## src/rtl/pcd_pkg.sv

```systemverilog
// Shared command encodings and helpers for the configuration decoder.
// Assumes 4-bit bus commands as captured in the address phase.
package pcd_pkg;
    localparam logic [3:0] CMD_MEM_RD = 4'b0110;
    localparam logic [3:0] CMD_MEM_WR = 4'b0111;
    localparam logic [3:0] CMD_CFG_RD = 4'b1010;
    localparam logic [3:0] CMD_CFG_WR = 4'b1011;

    localparam int REG_IDX_W    = 6;
    localparam int BAR_BASE_IDX = 4;

    // True for either configuration command.
    function automatic logic is_cfg_cmd(input logic [3:0] c);
        return (c == CMD_CFG_RD) || (c == CMD_CFG_WR);
    endfunction

    // True for either memory command.
    function automatic logic is_mem_cmd(input logic [3:0] c);
        return (c == CMD_MEM_RD) || (c == CMD_MEM_WR);
    endfunction
endpackage

```

## src/rtl/pcd_bar.sv

```systemverilog
// One memory base address register with size discovery.
// Only bits [31:SIZE_BITS] are stored; lower bits read as fixed type bits.
// Assumes SIZE_BITS >= 4 and a 32-bit memory window anywhere in space.
module pcd_bar #(
    parameter int   SIZE_BITS = 8,
    parameter logic PREFETCH  = 1'b1
) (
    input  logic        clk,
    input  logic        rst_n,
    input  logic        wr_en,
    input  logic [31:0] wr_data,
    input  logic [3:0]  wr_be_n,
    input  logic        mem_en,
    input  logic        mem_cycle,
    input  logic [31:0] cyc_addr,
    output logic [31:0] bar_val,
    output logic        hit
);
    localparam int BASE_W = 32 - SIZE_BITS;

    logic [BASE_W-1:0] base_q;
    logic              unused_low;

    assign unused_low = &{1'b0, cyc_addr[SIZE_BITS-1:0]};

    // Store the writable base bits lane by lane under the byte enables.
    always_ff @(posedge clk) begin
        if (!rst_n) begin
            base_q <= '0;
        end else if (wr_en) begin
            for (int i = SIZE_BITS; i < 32; i++) begin
                if (!wr_be_n[i/8]) base_q[i-SIZE_BITS] <= wr_data[i];
            end
        end
    end

    // Compose the read value: base, zero size bits, type bits.
    always_comb begin
        bar_val = {base_q, {(SIZE_BITS-4){1'b0}}, PREFETCH, 3'b000};
    end

    // Window match on the upper address bits.
    assign hit = mem_en && mem_cycle && (cyc_addr[31:SIZE_BITS] == base_q);

    AST_BAR_HOLD: assert property (@(posedge clk) disable iff (!rst_n)
        !wr_en |=> $stable(bar_val));
endmodule

```

## src/rtl/pcd_cfg_regs.sv

```systemverilog
// Configuration header: identity words, command/status and read mux.
// Assumes the caller qualifies wr_en with a config-write hit.
module pcd_cfg_regs
    import pcd_pkg::*;
#(
    parameter logic [15:0] VENDOR_ID     = 16'h1F3A,
    parameter logic [15:0] DEVICE_ID     = 16'h0B72,
    parameter logic [31:0] CLASS_REV     = 32'h0580_0002,
    parameter logic [1:0]  DEVSEL_TIMING = 2'b01,
    parameter int          NUM_BARS      = 2
) (
    input  logic                     clk,
    input  logic                     rst_n,
    input  logic                     wr_en,
    input  logic [REG_IDX_W-1:0]     reg_idx,
    input  logic [31:0]              wr_data,
    input  logic [3:0]               wr_be_n,
    input  logic [NUM_BARS-1:0][31:0] bar_val,
    output logic                     mem_en,
    output logic [NUM_BARS-1:0]      bar_we,
    output logic [31:0]              rdata
);
    logic [15:0] status_w;
    logic [15:0] command_w;
    logic        cmd_we;
    logic        unused_data;

    assign unused_data = &{1'b0, wr_data[31:2], wr_data[0], wr_be_n[3:1]};
    assign cmd_we      = wr_en && (reg_idx == REG_IDX_W'(1)) && !wr_be_n[0];

    // Memory-space enable is the only writable command bit.
    always_ff @(posedge clk) begin
        if (!rst_n) mem_en <= 1'b0;
        else if (cmd_we) mem_en <= wr_data[1];
    end

    // Route writes to the BAR whose dword index is addressed.
    for (genvar g = 0; g < NUM_BARS; g++) begin : g_bar_we
        assign bar_we[g] = wr_en && (reg_idx == REG_IDX_W'(BAR_BASE_IDX + g));
    end

    assign status_w  = {5'b0, DEVSEL_TIMING, 9'b0};
    assign command_w = {14'b0, mem_en, 1'b0};

    // Select the header dword for the captured index.
    always_comb begin
        rdata = '0;
        case (reg_idx)
            REG_IDX_W'(0): rdata = {DEVICE_ID, VENDOR_ID};
            REG_IDX_W'(1): rdata = {status_w, command_w};
            REG_IDX_W'(2): rdata = CLASS_REV;
            default: begin
                for (int b = 0; b < NUM_BARS; b++) begin
                    if (reg_idx == REG_IDX_W'(BAR_BASE_IDX + b)) rdata = bar_val[b];
                end
            end
        endcase
    end

    AST_CMD_HOLD: assert property (@(posedge clk) disable iff (!rst_n)
        !cmd_we |=> $stable(mem_en));
endmodule

```

## src/rtl/pci_cfg_decoder.sv

```systemverilog
// Captures each address phase and decodes config and memory hits.
// Assumes addr_valid marks the first clock of the transaction and that
// wr_strobe only comes during the data phase of the captured transaction.
module pci_cfg_decoder
    import pcd_pkg::*;
#(
    parameter logic [15:0] VENDOR_ID     = 16'h1F3A,
    parameter logic [15:0] DEVICE_ID     = 16'h0B72,
    parameter logic [31:0] CLASS_REV     = 32'h0580_0002,
    parameter logic [1:0]  DEVSEL_TIMING = 2'b01,
    parameter int          BAR0_BITS     = 8,
    parameter logic        BAR0_PREF     = 1'b1,
    parameter int          BAR1_BITS     = 12,
    parameter logic        BAR1_PREF     = 1'b0
) (
    input  logic        clk,
    input  logic        rst_n,
    input  logic        addr_valid,
    input  logic [31:0] ad_addr,
    input  logic [3:0]  cbe_cmd,
    input  logic        idsel,
    input  logic        wr_strobe,
    input  logic [31:0] wr_data,
    input  logic [3:0]  wr_be_n,
    output logic        cfg_hit,
    output logic        addr_hit,
    output logic [1:0]  bar_hit,
    output logic [31:0] cfg_rdata
);
    localparam int NUM_BARS = 2;

    logic [31:0]               lat_addr;
    logic [3:0]                lat_cmd;
    logic                      lat_idsel;
    logic                      mem_en;
    logic                      mem_cycle;
    logic                      cfg_wr;
    logic [NUM_BARS-1:0]       bar_we;
    logic [NUM_BARS-1:0][31:0] bar_val;

    // Capture the address phase; reset leaves no command that can hit.
    always_ff @(posedge clk) begin
        if (!rst_n) begin
            lat_addr  <= '0;
            lat_cmd   <= '0;
            lat_idsel <= 1'b0;
        end else if (addr_valid) begin
            lat_addr  <= ad_addr;
            lat_cmd   <= cbe_cmd;
            lat_idsel <= idsel;
        end
    end

    // Config decode: device select counts only for Type 0 config commands.
    assign cfg_hit   = lat_idsel && is_cfg_cmd(lat_cmd) && (lat_addr[1:0] == 2'b00);
    assign mem_cycle = is_mem_cmd(lat_cmd);
    assign cfg_wr    = wr_strobe && cfg_hit && (lat_cmd == CMD_CFG_WR);

    pcd_cfg_regs #(
        .VENDOR_ID     (VENDOR_ID),
        .DEVICE_ID     (DEVICE_ID),
        .CLASS_REV     (CLASS_REV),
        .DEVSEL_TIMING (DEVSEL_TIMING),
        .NUM_BARS      (NUM_BARS)
    ) u_regs (
        .clk     (clk),
        .rst_n   (rst_n),
        .wr_en   (cfg_wr),
        .reg_idx (lat_addr[7:2]),
        .wr_data (wr_data),
        .wr_be_n (wr_be_n),
        .bar_val (bar_val),
        .mem_en  (mem_en),
        .bar_we  (bar_we),
        .rdata   (cfg_rdata)
    );

    for (genvar g = 0; g < NUM_BARS; g++) begin : g_bar
        localparam int   SZ = (g == 0) ? BAR0_BITS : BAR1_BITS;
        localparam logic PF = (g == 0) ? BAR0_PREF : BAR1_PREF;
        pcd_bar #(
            .SIZE_BITS (SZ),
            .PREFETCH  (PF)
        ) u_bar (
            .clk       (clk),
            .rst_n     (rst_n),
            .wr_en     (bar_we[g]),
            .wr_data   (wr_data),
            .wr_be_n   (wr_be_n),
            .mem_en    (mem_en),
            .mem_cycle (mem_cycle),
            .cyc_addr  (lat_addr),
            .bar_val   (bar_val[g]),
            .hit       (bar_hit[g])
        );
    end

    assign addr_hit = |bar_hit;

    AST_CFG_MEM_EXCL: assert property (@(posedge clk) disable iff (!rst_n)
        !(cfg_hit && addr_hit));
    AST_CFG_NEEDS_IDSEL: assert property (@(posedge clk) disable iff (!rst_n)
        (addr_valid && !idsel) |=> !cfg_hit);
    AST_HIT_NEEDS_EN: assert property (@(posedge clk) disable iff (!rst_n)
        addr_hit |-> mem_en);
endmodule

```

## config.mk

```make
export PLATFORM = sky130hd
export DESIGN_NAME = pci_cfg_decoder
export DESIGN_NICKNAME = d
export VERILOG_FILES = /design/src/rtl/pcd_pkg.sv /design/src/rtl/pcd_bar.sv /design/src/rtl/pcd_cfg_regs.sv /design/src/rtl/pci_cfg_decoder.sv
export SDC_FILE = /design/constraint.sdc
export NUM_CORES = 1
export LEC_CHECK = 0
export ABC_AREA = 1
export ABC_CLOCK_PERIOD_IN_PS = 1900
export CORE_MARGIN = 8
export CORE_UTILIZATION = 45
export CTS_BUF_LIST = sky130_fd_sc_hd__clkbuf_4 sky130_fd_sc_hd__clkbuf_8 sky130_fd_sc_hd__clkbuf_16
export CTS_CLUSTER_SIZE = 14
export DETAILED_ROUTE_END_ITERATION = 12
export GPL_TIMING_DRIVEN = 1
export HOLD_SLACK_MARGIN = 0.12
export PLACE_DENSITY_LB_ADDON = 0.2
export SYNTH_ARGS = -nofsm -noshare
export SYNTH_HDL_FRONTEND = slang
export SYNTH_SLANG_ARGS = --single-unit
```

## constraint.sdc

```tcl
create_clock -name clk -period 1.9 [get_ports clk]
set_input_delay 0.285 -clock clk [delete_from_list [all_inputs] [get_ports clk]]
set_output_delay 0.285 -clock clk [all_outputs]
set_load 0.01 [all_outputs]
```

==> flow_summary.json <==
{
  "post_drt_wl_per_cell_um": 14.96,
  "finalWorstSetupSlack_ps": -40.33,
  "htree_levels": 3,
  "hp-start": "rst_n",
  "layout_commonest_cell": "nand2_1",
  "rrSetupSlack_ps": 240,
  "insertion_delay_ps": 360,
  "max-vdd-ir-drop_uv": 378.9,
  "initial_core_util_pct": 45.82,
  "numCtsBuffers": 9,
  "p_leak_uw": 0.002814,
  "seq_area_frac_synth_pct": 39.14,
  "max_stage_delay_ps": 340,
  "cts_tree": "yes",
  "synth_cell_type_count": 27,
  "violations": "negative setup slack",
  "die_w_um": 112.5,
  "vias_per_cell": 5.038,
  "final_util_pct": 65.09,
  "r2r_end": "g_bar[0].u_bar.base_q[22]$_SDFFE_PN0P_",
  "yosys-top-cells-area": "dfxtp_1 39%, nand2_1 14%, nor2_1 14%, inv_1 6.4%, o21ai_0 6.2%",
  "crit_path_end_kind": "output port",
  "dr.pass1.iters": 4,
  "critPathSlowestCell": "dfxtp_2",
  "p_total_uw": 3965,
  "layout.nets": 827,
  "antenna_found_initial": 0,
  "clock_path_buffers": 2,
  "syn_area_mm2": 0.004194,
  "place_hpwl_mm": 8.995,
  "antenna_cells": 0,
  "syn_avg_cell_area_um2": 6.574,
  "grt_start_max_net_pins": 83,
  "grt_pass1_wl_mm": 20.00,
  "cp.required_ps": 1620,
  "crit_arrival_ps": 1660,
  "ff2ff_path_depth": 10,
  "synth_top_area_share_pct": 39.14,
  "critPathMaxFanout": 19,
  "ys_warn_count": 0,
  "power_density_mw_per_mm2": 665.6,
  "place_inst": 847,
  "critPathBufInv": 2,
  "hold_viol_final": 0,
  "rows": 35,
  "cts_hold_buf": 0,
  "r2r-start": "lat_addr[4]$_SDFFE_PN0P_",
  "worstSetupPathType": "flip-flop to output port",
  "gr-usage-all-layers_pct": 19.42,
  "drive_above_1_share_pct": 20.66,
  "syn_inst": 638,
  "outcome": "complete, but fails checks",
  "root_buffer": "clkbuf_8",
  "routabilityCongestion": 0.8963,
  "routed_wl_mm": 12.96,
  "final_cell_area_mm2": 0.005957,
  "die_y_um": 112.5,
  "setup_viol": 7,
  "rsz0062_at_grt": "true",
  "final_cell_mix": "158 x nand2_1, 142 x nor2_1, 68 x clkdlybuf4s50_1, 65 x inv_1, 62 x dfxtp_1",
  "io_pins": 113,
  "cpMostUsedCell": "nor2_4",
  "dp_slack_ps": -113.9,
  "grt-ovfl-total": 0,
  "cap_violations": 0,
  "drt_iter0_drc": 219,
  "synth_largest_area_cell": "dfxtp_1",
  "critPathTopFamily": "simple AND/OR/NAND/NOR gates",
  "drc": 0,
  "fmax_mhz": 515.4,
  "instances_no_fill": 866,
  "worstHoldPathType": "input port to flip-flop",
  "worstPathCellList": "nor2_4, nand2_1, nor2_4, inv_6, o221ai_1, buf_2",
  "port_buffers": 101,
  "fillers": 792,
  "hold_path_depth": 4,
  "grt_pass1_vias": 4285,
  "area_growth_pct": 42.03,
  "cp-start-kind": "flip-flop",
  "synth-seq-cells": 82,
  "drt.antenna.violating_nets": 0,
  "fin_skew_ps": 5.168,
  "die-area_mm2": 0.01267,
  "core_area_mm2": 0.009153,
  "period_minus_slack_ps": 1940,
  "clk_pin_slew_ps": 90,
  "vias": 4363,
  "whs_endpoint": "g_bar[0].u_bar.base_q[14]$_SDFFE_PN0P_",
  "final_max_slew_viol_count": 0,
  "place_area_mm2": 0.005415,
  "timing.final.crit_share_pct": 102.1,
  "clock-sinks": 82
}
[area by class of cell]
class / instances / area (um^2) / area share [%]
clock buffers: 11 / 145.1 / 2.436
clock inverters: 5 / 85.08 / 1.428
inverters: 75 / 286.5 / 4.810
multi-input cells: 452 / 2374 / 39.84
flip-flops and latches: 82 / 1667 / 27.98
well taps: 111 / 138.9 / 2.331
repair buffers: 130 / 1261 / 21.17
[where the power goes]
| part | switching, uW | internal, uW | total, uW |
|---|---|---|---|
| combinational | 328 | 344 | 671 |
| sequential | 50.5 | 1780 | 1830 |
| clock | 665 | 801 | 1470 |
| total | 1040 | 2920 | 3960 |
[worst reg2reg max path, stage by stage (launching register included)]
cell       delay, ps
dfxtp_2          330
inv_2             40
nor2_4           100
buf_4            120
nand3_4          150
clkbuf_16        210
inv_2            100
nand3_4          220
nand2_1          150
nand2_1           60
nor2_1           110
[through the flow]
stage | setup TNS (ps) | hold WS (ps)
after floorplan | 0 | 419.9
after global placement | -545.2 | 461.8
after detailed placement | -908.2 | 464.3
after CTS | -6.359 | 405.2
after global routing | -1656 | 424.6
final | -178.9 | 410.8
[logic make-up after synthesis]
group           Yosys count  synth area share, %
simple gates            336                32.73
buf+inv                 107                11.60
compound gates           91                12.05
flops                    82                39.14
xor+xnor                 21                4.385
other cells               1              0.08941
[Yosys cell counts, drive strengths merged]
library cell,n
nor3,1
nor2,155
o21ai,52
nand3b,1
nand4,2
xnor2,17
nand2,162
a21oi,19
inv,75
conb,1
xor2,4
dfxtp,82
nand3,15
o22ai,10
o221ai,10
buf,14
clkbuf,18
[registers in the layout, indices dropped and copies added (netlist names)]
signal,cells
u_regs.mem_en,1
lat_addr,32
lat_cmd,4
lat_idsel,1
g_bar.u_bar.base_q,44
[worst max-delay path by stage]
stage / from / end / cells after the start
detailed placement: lat_addr[6]$_SDFFE_PN0P_ / cfg_rdata[24] / 6
finish: lat_addr[6]$_SDFFE_PN0P_ / cfg_rdata[21] / 6
CTS: lat_addr[4]$_SDFFE_PN0P_ / cfg_rdata[3] / 8
global route: lat_addr[6]$_SDFFE_PN0P_ / cfg_rdata[21] / 6
global placement: lat_addr[4]$_SDFFE_PN0P_ / cfg_rdata[27] / 7
floorplan: lat_addr[6]$_SDFFE_PN0P_ / cfg_rdata[13] / 6
[what timing repair did]
item,4_1_cts,5_1_grt
pin swaps,6,10
resized for setup,150,74
cloned,1,2
setup endpoints to repair,32,31
buffers inserted,0,1
[routing by layer]
metal / wire [um] / vias up / GRT usage [%]
li1: - / 2188 / -
met1: 5455 / 2005 / 22.86
met2: 6173 / 142 / 32.52
met3: 984 / 28 / 4.992
met4: 344 / 0 / 8.633
met5: 0 / - / 0
(Power assumes the default switching activity.)
